File: config.mk
export PLATFORM = sky130hd
export DESIGN_NAME = smc_read_seq
export DESIGN_NICKNAME = d
export VERILOG_FILES = /design/src/rtl/smc_pkg.sv /design/src/rtl/smc_cfg_sel.sv /design/src/rtl/smc_beat_len.sv /design/src/rtl/smc_read_seq.sv
export SDC_FILE = /design/constraint.sdc
export NUM_CORES = 1
export LEC_CHECK = 0
export BUFFER_PORTS_ARGS = -buffer_cell sky130_fd_sc_hd__buf_2
export CORE_MARGIN = 1
export CORE_UTILIZATION = 24
export CTS_CLUSTER_DIAMETER = 30
export CTS_CLUSTER_SIZE = 25
export DETAILED_ROUTE_END_ITERATION = 12
export GPL_TIMING_DRIVEN = 0
export PLACE_DENSITY = 0.5
export SLEW_MARGIN = 5
export SYNTH_ARGS = -nofsm -noshare
export SYNTH_HDL_FRONTEND = slang
export SYNTH_SLANG_ARGS = --single-unit
File: constraint.sdc
create_clock -name clk_i -period 8.48 [get_ports clk_i]
set_input_delay 0.424 -clock clk_i [delete_from_list [all_inputs] [get_ports clk_i]]
set_output_delay 0.424 -clock clk_i [all_outputs]
set_load 0.01 [all_outputs]
File: src/rtl/smc_pkg.sv
package smc_pkg;
    typedef enum logic [1:0] {
        ST_IDLE,
        ST_GAP,
        ST_BUS
    } st_e;

    localparam logic [2:0] DT_SRAM   = 3'd1;
    localparam logic [2:0] DT_BURST4 = 3'd2;
    localparam logic [2:0] DT_BURST8 = 3'd3;
endpackage

File: src/rtl/smc_cfg_sel.sv
module smc_cfg_sel #(
    parameter int NREG = 4,
    parameter int LW   = 4,
    parameter int RW   = 3,
    localparam int RGW  = (NREG > 1) ? $clog2(NREG) : 1,
    localparam int CFGW = 3 + 2 * LW + RW
) (
    input  logic [NREG*CFGW-1:0] cfg_i,
    input  logic [RGW-1:0]       region_i,
    output logic [2:0]           dt_o,
    output logic [LW-1:0]        first_o,
    output logic [LW-1:0]        next_o,
    output logic [RW-1:0]        hold_o,
    output logic                 ok_o
);
    import smc_pkg::*;

    logic [CFGW-1:0] words [NREG];

    for (genvar i = 0; i < NREG; i++) begin : g_unpack
        assign words[i] = cfg_i[i*CFGW +: CFGW];
    end

    logic [CFGW-1:0] pick;
    assign pick    = words[region_i];
    assign dt_o    = pick[2:0];
    assign first_o = pick[3 +: LW];
    assign next_o  = pick[3+LW +: LW];
    assign hold_o  = pick[3+2*LW +: RW];
    assign ok_o    = (pick[2:0] <= DT_BURST8);
endmodule

File: src/rtl/smc_beat_len.sv
module smc_beat_len #(
    parameter int LW = 4,
    parameter int BW = 3
) (
    input  logic [2:0]    dt_i,
    input  logic [LW-1:0] first_i,
    input  logic [LW-1:0] next_i,
    input  logic [BW-1:0] beat_i,
    input  logic          wr_i,
    output logic [LW:0]   last_o
);
    import smc_pkg::*;

    logic [LW:0]   lat_first;
    logic [LW:0]   lat_next;
    logic [BW-1:0] quad_mask;

    assign lat_first = {1'b0, first_i};
    assign lat_next  = {1'b0, next_i};
    assign quad_mask = BW'(3);

    always_comb begin
        if (wr_i) begin
            last_o = (dt_i == DT_SRAM) ? lat_next + 1'b1 : lat_first;
        end else begin
            unique case (dt_i)
                DT_BURST4: last_o = ((beat_i & quad_mask) == '0) ? lat_first : lat_next;
                DT_BURST8: last_o = (beat_i == '0) ? lat_first : lat_next;
                default:   last_o = lat_first;
            endcase
        end
    end
endmodule

File: src/rtl/smc_read_seq.sv
module smc_read_seq #(
    parameter int NREG  = 4,
    parameter int AW    = 16,
    parameter int DW    = 16,
    parameter int LW    = 4,
    parameter int RW    = 3,
    parameter int BEATS = 8,
    localparam int RGW  = (NREG > 1) ? $clog2(NREG) : 1,
    localparam int CFGW = 3 + 2 * LW + RW
) (
    input  logic                 clk_i,
    input  logic                 rst_ni,
    input  logic                 start_i,
    input  logic                 write_i,
    input  logic [RGW-1:0]       region_i,
    input  logic [AW-1:0]        addr_i,
    input  logic [DW-1:0]        wdata_i,
    input  logic [NREG*CFGW-1:0] cfg_i,
    input  logic [DW-1:0]        bus_din_i,
    output logic [NREG-1:0]      ncs_o,
    output logic                 noe_o,
    output logic                 nwe_o,
    output logic [AW-1:0]        bus_addr_o,
    output logic [DW-1:0]        bus_dout_o,
    output logic [DW-1:0]        rdata_o,
    output logic                 rvalid_o,
    output logic                 done_o,
    output logic                 err_o,
    output logic                 busy_o
);
    import smc_pkg::*;

    localparam int BW = (BEATS > 1) ? $clog2(BEATS) : 1;
    localparam int CW = (LW + 1 > RW) ? LW + 1 : RW;

    typedef struct packed {
        st_e             st;
        logic [CW-1:0]   cnt;
        logic [BW-1:0]   beat;
        logic            wr;
        logic [2:0]      dt;
        logic [LW-1:0]   first;
        logic [LW-1:0]   next;
        logic [RGW-1:0]  reg_cur;
        logic            have_last;
        logic [RGW-1:0]  last_reg;
        logic [RW-1:0]   last_hold;
        logic [NREG-1:0] ncs;
        logic            noe;
        logic            nwe;
        logic [AW-1:0]   addr;
        logic [DW-1:0]   dout;
        logic [DW-1:0]   rdata;
        logic            rvalid;
        logic            done;
        logic            err;
        logic            busy;
    } regs_t;

    regs_t q, d;

    logic [2:0]    sel_dt;
    logic [LW-1:0] sel_first;
    logic [LW-1:0] sel_next;
    logic [RW-1:0] sel_hold;
    logic          sel_ok;
    logic [LW:0]   blen;
    logic [CW-1:0] beat_last;
    logic          launch;

    smc_cfg_sel #(.NREG(NREG), .LW(LW), .RW(RW)) u_cfg (
        .cfg_i    (cfg_i),
        .region_i (region_i),
        .dt_o     (sel_dt),
        .first_o  (sel_first),
        .next_o   (sel_next),
        .hold_o   (sel_hold),
        .ok_o     (sel_ok)
    );

    smc_beat_len #(.LW(LW), .BW(BW)) u_len (
        .dt_i    (q.dt),
        .first_i (q.first),
        .next_i  (q.next),
        .beat_i  (q.beat),
        .wr_i    (q.wr),
        .last_o  (blen)
    );

    assign beat_last = CW'(blen);

    always_comb begin
        d        = q;
        d.done   = 1'b0;
        d.err    = 1'b0;
        d.rvalid = 1'b0;
        launch   = 1'b0;
        unique case (q.st)
            ST_IDLE: begin
                if (start_i) begin
                    if (!sel_ok) begin
                        d.err = 1'b1;
                    end else begin
                        d.wr        = write_i;
                        d.dt        = sel_dt;
                        d.first     = sel_first;
                        d.next      = sel_next;
                        d.reg_cur   = region_i;
                        d.addr      = addr_i;
                        d.dout      = wdata_i;
                        d.busy      = 1'b1;
                        d.have_last = 1'b1;
                        d.last_reg  = region_i;
                        d.last_hold = sel_hold;
                        if (q.have_last && q.last_reg != region_i && q.last_hold != '0) begin
                            d.st  = ST_GAP;
                            d.cnt = CW'(q.last_hold) - 1'b1;
                        end else begin
                            launch = 1'b1;
                        end
                    end
                end
            end
            ST_GAP: begin
                if (q.cnt == '0) launch = 1'b1;
                else             d.cnt  = q.cnt - 1'b1;
            end
            ST_BUS: begin
                if (q.cnt == beat_last) begin
                    if (!q.wr) begin
                        d.rdata  = bus_din_i;
                        d.rvalid = 1'b1;
                    end
                    if (q.wr || q.beat == BW'(BEATS - 1)) begin
                        d.st   = ST_IDLE;
                        d.ncs  = '1;
                        d.noe  = 1'b1;
                        d.nwe  = 1'b1;
                        d.busy = 1'b0;
                        d.done = 1'b1;
                    end else begin
                        d.beat = q.beat + 1'b1;
                        d.cnt  = '0;
                        d.addr = q.addr + 1'b1;
                    end
                end else begin
                    d.cnt = q.cnt + 1'b1;
                    if (q.wr && q.dt == DT_SRAM && (q.cnt + 1'b1) == beat_last) d.nwe = 1'b1;
                end
            end
            default: d.st = ST_IDLE;
        endcase
        if (launch) begin
            d.st             = ST_BUS;
            d.cnt            = '0;
            d.beat           = '0;
            d.ncs            = '1;
            d.ncs[d.reg_cur] = 1'b0;
            d.noe            = d.wr;
            d.nwe            = !d.wr;
        end
    end

    always_ff @(posedge clk_i or negedge rst_ni) begin
        if (!rst_ni) begin
            q     <= '0;
            q.ncs <= '1;
            q.noe <= 1'b1;
            q.nwe <= 1'b1;
        end else begin
            q <= d;
        end
    end

    assign ncs_o      = q.ncs;
    assign noe_o      = q.noe;
    assign nwe_o      = q.nwe;
    assign bus_addr_o = q.addr;
    assign bus_dout_o = q.dout;
    assign rdata_o    = q.rdata;
    assign rvalid_o   = q.rvalid;
    assign done_o     = q.done;
    assign err_o      = q.err;
    assign busy_o     = q.busy;
endmodule

# ---- Yosys cells after proc, flatten, opt, wreduce, memory -nomap -nowiden
# Index checks and enable logic that the tools add are counted.
dict set report word_totals {
  input_bits 110
  word_cells 138
  output_inout_bits 58
  regBits 88
}
dict set report op_classes {
  order_cmp 4
  n_eq_ne 24
  bitwise 3
  n_mux 53
  add_sub_neg 6
  reduce_logical 27
}
# op count
set op_table {}
lappend op_table {{32-bit 2-to-1 mux} 2}
lappend op_table {{20-bit 2-to-1 mux} 3}
lappend op_table {{16-bit 2-to-1 mux} 2}
lappend op_table {{16-bit one-hot mux with 2 select lines} 1}
lappend op_table {{14-bit binary-select mux with 2-bit select} 1}
lappend op_table {{14-bit 2-to-1 mux} 2}
lappend op_table {{5-bit 2-to-1 mux} 5}
lappend op_table {{7-bit 2-to-1 mux} 3}
lappend op_table {{6-bit 2-to-1 mux} 3}
lappend op_table {{3-bit inequality test, second input constant} 6}
lappend op_table {{16-bit by 1-bit adder with 16-bit output, second input constant} 1}
lappend op_table {{5-bit one-hot mux with 3 select lines} 1}
lappend op_table {{3-bit AND reduction} 5}
lappend op_table {{1-bit 2-to-1 mux} 14}
lappend op_table {{2-bit inequality test, second input constant} 7}
lappend op_table {{6-bit AND reduction} 2}
lappend op_table {{5-bit equality test} 2}
lappend op_table {{10-bit 2-to-1 mux} 1}
lappend op_table {{2-bit 2-to-1 mux} 5}
lappend op_table {{5-bit one-hot mux with 2 select lines} 1}
lappend op_table {{5-bit AND reduction} 2}
lappend op_table {{4-bit 2-to-1 mux} 2}
lappend op_table {{8-bit 2-to-1 mux} 1}
lappend op_table {{2-bit nonzero test} 4}
lappend op_table {{other kinds (32)} 41}

# ---- Logic depth before layout (Yosys ltp)
dict set report logic_depth {
  word_depth 14
  ltp_mapped 11
  depth_no_buf 10
}

# ---- By module
# Synthesis repeated with hierarchy kept, for this count alone.
dict set report hier_totals {
  cells_unflattened 579
  hier_area_um2 5594.1
}
# mod n_inst seq_area_each_um2 area_per_inst_um2 cells_per_inst
set modules_own_cells {}
lappend modules_own_cells {smc_read_seq 1 2209.6 4972.3 530}
lappend modules_own_cells {smc_cfg_sel 1 0.0 366.6 18}
lappend modules_own_cells {smc_beat_len 1 0.0 255.2 31}

# ---- Worst setup path after synthesis
# Ideal clock, no wire load.
dict set report synth_path {
  kind {register -> register}
  startpoint {register q[78] (netlist bit)}
  endpoint {register q (netlist bit rdata_o[10])}
  path_slack_ns 5.599
  stages_incl_launch_ff 12
  path_buffers 1
  required_time_ns 8.355
  synth_period_minus_slack_ns 2.881
  t_arrival_ns 2.756
  setup_ns 0.125
  path_cell_list {dfrtp_1 -> inv_1 -> ha_1 -> a21bo_1 -> and3_4 -> or3_1 -> a21oi_2 -> o2111ai_4 -> or2_4 -> nor3_4 -> buf_12 -> mux2_4}
}
dict set report synth_between {
  elab_chain_len 6
  word_cells_on_any_way 8
  classes_between {1 x eq/ne; 4 x mux; 3 x reduce/logical}
}
# element line
set synth_lines {}
lappend synth_lines {{start: declaration} smc_read_seq.sv:60} ;# regs_t q, d;
lappend synth_lines {{3-bit logical NOT, on equally long branches} {smc_beat_len.sv:28, smc_beat_len.sv:27}}
lappend synth_lines {{4-bit 2-to-1 mux, on equally long branches} {smc_beat_len.sv:28, smc_beat_len.sv:27}}
lappend synth_lines {{5-bit one-hot mux with 2 select lines (*)} smc_beat_len.sv:26} ;# unique case (dt_i)
lappend synth_lines {{5-bit 2-to-1 mux (*)} smc_beat_len.sv:23} ;# if (wr_i) begin
lappend synth_lines {{5-bit equality test (*)} smc_read_seq.sv:129} ;# if (q.cnt == beat_last) begin
lappend synth_lines {{3-bit AND reduction (no line) (*)} --}
# Mark *: on every way between the ends. The rest lies on a longest branch, timed or not.
# A chain may end at the register's enable or synchronous reset.

# ---- Worst setup path after layout
dict set report layout_path {
  startpoint {register q[78] (netlist bit)}
  endpoint {register q (netlist bit rdata_o[14])}
}
# The elaborated chain is that of the path after synthesis.

==> flow_summary.yaml <==
setup_path:
  start_kind: "register"
  path_max_fanout: 10
  worst_ep_arrival_time_ns: 3.56
  setup.reg_to_reg.worst_slack_ns: 5.16
  r2r-end: "rdata_o[14]$_DFFE_PN0P_"
  criticalPathCategory: "reg -> reg"
  worst-endpoint-required_ns: 8.71
  setup.worst_path.start: "q[78]$_DFFE_PN0P_"
  sort_of_element_at_the_end_of_the_critical_path: "register"
  reg2reg_from: "q[78]$_DFFE_PN0P_"
  rr_worst_depth: 11
final_layout:
  area_growth_pct: 27.4
  diodes: 0
  post_route_cells_drive_above_1_share_pct: 38.3
  final_cells: 1098
  final_nets: 897
  filler_cell_count: 2561
drt:
  vias: 4968
  drt_drc_violations_left: 0
  antenna_violating_nets_post_route: 0
  drt_iter0_markers: 225
  post_drt_wl_per_cell_um: 14.9
  drtPass1Iterations: 6
  viasPerCell: 4.52
  detail_route.wirelength_um: 16400
clocking:
  cts_root_buffer: "sky130_fd_sc_hd__clkbuf_16"
  clock_tree.htree_level_count: 3
  cts_tree: "built"
  num_clock_sinks: 88
  cts-hold-fix-buffers: 0
  cts_buffer_depth: 2
  clk_transition_reported_paths_ns: 0.07
  post_cts.repair.setup_buffers: 0
  post_cts_resized: 0
  cts_made_buffers: 9
  clk_latency_ns: 0.35
place:
  placedCellCount: 1082
  place_hpwl_um: 12500
  place.gp.congestion: 0.774
  io_buffers: 165
synthesis:
  synthesis.instances: 597
  synth.yosys.seq_area_share_pct: 38.8
  count_of_flip_flops_with_a_built_in_enable_after_synthesis: 0
  synth_flop_cell: "sky130_fd_sc_hd__dfrtp_1"
  async_set_or_reset_register_ratio_after_synthesis_pct: 100
  postSynthNetCount: 720
  syn-mean-instance-area_um2: 9.55
  synth-seq-cells: 88
  post_synth_num_cell_types: 82
  number_of_warning_messages_in_the_yosys_log: 0
  syn-cell-area_um2: 5700
power:
  peakVddDrop_uv: 122
  share_clk_of_total_power_pct: 15.7
  switching_share_pct: 42.6
  power_per_cell_area_nw_per_um2: 365
  sequentialPowerShare_pct: 29.7
  leakage_nw: 3.37
  power_frac_comb_pct: 54.6
  netSwitchingPower_mw: 1.13
  p_int_mw: 1.52
die:
  core_um2: 23400
  die_w_um: 156
  core.rowCount: 56
  initial_core_util_pct: 24.4
  fp.dieArea_um2: 24400
  die_h_um: 156
  io_pins: 168
global_route:
  first_pass_grt_wire_length_um: 26400
  vias_in_the_first_global_route: 4883
  grt.total_usage_pct: 13.9
  number_of_antenna_violations_at_the_first_check_in_global_routing: 1
  gr-total-overflow: 0
  grt_start_max_net_pins: 63
worst_hold_path:
  type_of_the_tightest_min_delay_check: "in -> async"
timing:
  maxSlewHeadroom_pct: 44.8
  final-setup-viol-count: 0
  hold_vio_cnt_final: 0
  clock_skew_ns: 0.00950
  grt_setup_unrepaired: "false"
  post-route-min-period_ns: 3.32
  max_slew_violations: 0
  fmax_mhz: 301
  finalCritPeriodShare_pct: 39.2
  worst_pin_slew_ns: 0.825
  timing.setup.tns_ns: 0
outcome:
  status: "completed"
job:
  max-cap-violations: 0
worst max-delay path: stages, from the launching register on:
cell and delay, ns:
sky130_fd_sc_hd__dfrtp_1 0.40, sky130_fd_sc_hd__inv_1 0.10, sky130_fd_sc_hd__ha_1 0.18, sky130_fd_sc_hd__a21bo_1 0.27
sky130_fd_sc_hd__and3_4 0.20, sky130_fd_sc_hd__or3_1 0.35, sky130_fd_sc_hd__a21oi_2 0.20, sky130_fd_sc_hd__o2111ai_4 0.22
sky130_fd_sc_hd__or2_4 0.31, sky130_fd_sc_hd__nor3_4 0.44, sky130_fd_sc_hd__buf_12 0.22, sky130_fd_sc_hd__mux2_4 0.30
power by group through the flow:
stage               logic, mW  clock network, mW  registers [mW]
finish                   1.45              0.415           0.788
global route             1.61              0.450           0.819
CTS                      1.46              0.432           0.789
detailed placement       1.45                  0           0.795
global placement         1.44                  0           0.794
floorplan                1.07                  0           0.743
layer usage:
metal / track usage [%] / share of wire (%) / up-vias
li1: - / - / 2442
met4: 3.73 / 1.3 / 2
met5: 0 / 0.10 / -
met2: 21.6 / 44 / 196
met3: 3.53 / 7.5 / 14
met1: 18.9 / 48 / 2314
cells by family (layout without fill, tap and decap cells):
kind of cell	Yosys count	after routing	synth area share, %
simple gates	222	222	18.7
mux	42	42	11.7
buf+inv	100	282	10.5
fa+ha+maj	13	13	2.85
compound gates	115	115	14.9
xor+xnor	17	17	2.61
flops	88	88	38.8
layout by cell type, fill, tap and decap left out, types with 3 or more instances in the layout:
cell and n:
sky130_fd_sc_hd__mux2i_1 9, sky130_fd_sc_hd__a211oi_1 5, sky130_fd_sc_hd__and3_1 4, sky130_fd_sc_hd__inv_1 17
sky130_fd_sc_hd__buf_4 54, sky130_fd_sc_hd__a31o_2 3, sky130_fd_sc_hd__a221oi_1 3, sky130_fd_sc_hd__clkbuf_1 23
sky130_fd_sc_hd__dfrtp_1 82, sky130_fd_sc_hd__a31oi_1 4, sky130_fd_sc_hd__nor4_1 4, sky130_fd_sc_hd__o21ai_0 22
sky130_fd_sc_hd__clkbuf_16 9, sky130_fd_sc_hd__buf_2 166, sky130_fd_sc_hd__and2_1 3, sky130_fd_sc_hd__o31ai_1 5
sky130_fd_sc_hd__nand3_1 11, sky130_fd_sc_hd__ha_1 13, sky130_fd_sc_hd__xor2_1 6, sky130_fd_sc_hd__a21oi_1 12
sky130_fd_sc_hd__mux2_2 8, sky130_fd_sc_hd__dfstp_2 6, sky130_fd_sc_hd__nand4_1 9, sky130_fd_sc_hd__nor3_1 16
sky130_fd_sc_hd__o32a_1 3, sky130_fd_sc_hd__nor2_1 19, sky130_fd_sc_hd__xnor2_1 11, sky130_fd_sc_hd__nand2_1 127
sky130_fd_sc_hd__nor2b_1 4, sky130_fd_sc_hd__mux2_4 10, sky130_fd_sc_hd__o2bb2ai_1 5, sky130_fd_sc_hd__a22oi_1 3
sky130_fd_sc_hd__mux4_2 14, sky130_fd_sc_hd__o22ai_1 15
registers in the layout (all words and copies together), names as in the netlist:
signal and flops:
ncs_o 4, rdata_o 16, err_o 1, nwe_o 1, rvalid_o 1, done_o 1, bus_dout_o 16, noe_o 1
bus_addr_o 16, busy_o 1, q 30
layout make-up:
class	count	area, µm²	share of cell area [%]
Inverter	18	67.6	0.930
Timing Repair Buffer	166	856	11.8
Multi-Input combinational cell	409	2890	39.8
Buffer	82	533	7.34
Tap cell	319	399	5.50
Clock buffer	10	239	3.29
Clock inverter	6	67.6	0.930
Sequential cell	88	2210	30.4
cell usage after synthesis (4+ instances only):
cell	count	area, µm²
sky130_fd_sc_hd__a211oi_1	5	37.5
sky130_fd_sc_hd__a21oi_1	12	60.1
sky130_fd_sc_hd__a31oi_1	4	25.0
sky130_fd_sc_hd__and3_1	4	25.0
sky130_fd_sc_hd__buf_4	53	398
sky130_fd_sc_hd__clkbuf_1	23	86.3
sky130_fd_sc_hd__dfrtp_1	82	2050
sky130_fd_sc_hd__dfstp_2	6	158
sky130_fd_sc_hd__ha_1	13	163
sky130_fd_sc_hd__inv_1	17	63.8
sky130_fd_sc_hd__mux2_2	8	90.1
sky130_fd_sc_hd__mux2_4	10	150
sky130_fd_sc_hd__mux2i_1	9	90.1
sky130_fd_sc_hd__mux4_2	14	315
sky130_fd_sc_hd__nand2_1	127	477
sky130_fd_sc_hd__nand3_1	11	55.1
sky130_fd_sc_hd__nand4_1	9	56.3
sky130_fd_sc_hd__nor2_1	19	71.3
sky130_fd_sc_hd__nor2b_1	4	25.0
sky130_fd_sc_hd__nor3_1	16	80.1
sky130_fd_sc_hd__nor4_1	4	25.0
sky130_fd_sc_hd__o21ai_0	22	110
sky130_fd_sc_hd__o22ai_1	15	93.8
sky130_fd_sc_hd__o2bb2ai_1	5	43.8
sky130_fd_sc_hd__o31ai_1	5	37.5
sky130_fd_sc_hd__xnor2_1	11	96.3
sky130_fd_sc_hd__xor2_1	6	52.6
metrics by stage:
stage               utilization (%)  instance area, µm²  worst slack, ns  power (mW)  hold WS, ns
floorplan                         -                5700             5.60        1.81        0.128
global placement               29.6                6930             5.16        2.24        0.446
detailed placement             29.7                6960             5.15        2.25        0.401
CTS                            31.0                7260             5.12        2.68       0.0252
global route                   31.0                7260             4.94        2.88       0.0371
finish                         31.0                7260             5.16        2.65       0.0176
how the worst max path moves through the flow:
| stage | endpoint | slack, ns | cells past startpoint |
|---|---|---|---|
| floorplan | rdata_o[10]$_DFFE_PN0P_ | 5.60 | 11 |
| global placement | rdata_o[14]$_DFFE_PN0P_ | 5.16 | 11 |
| detailed placement | rdata_o[14]$_DFFE_PN0P_ | 5.15 | 11 |
| CTS | rdata_o[14]$_DFFE_PN0P_ | 5.12 | 11 |
| global route | rdata_o[7]$_DFFE_PN0P_ | 4.94 | 11 |
| finish | rdata_o[14]$_DFFE_PN0P_ | 5.16 | 11 |
Power figures use the tool's default switching activity.
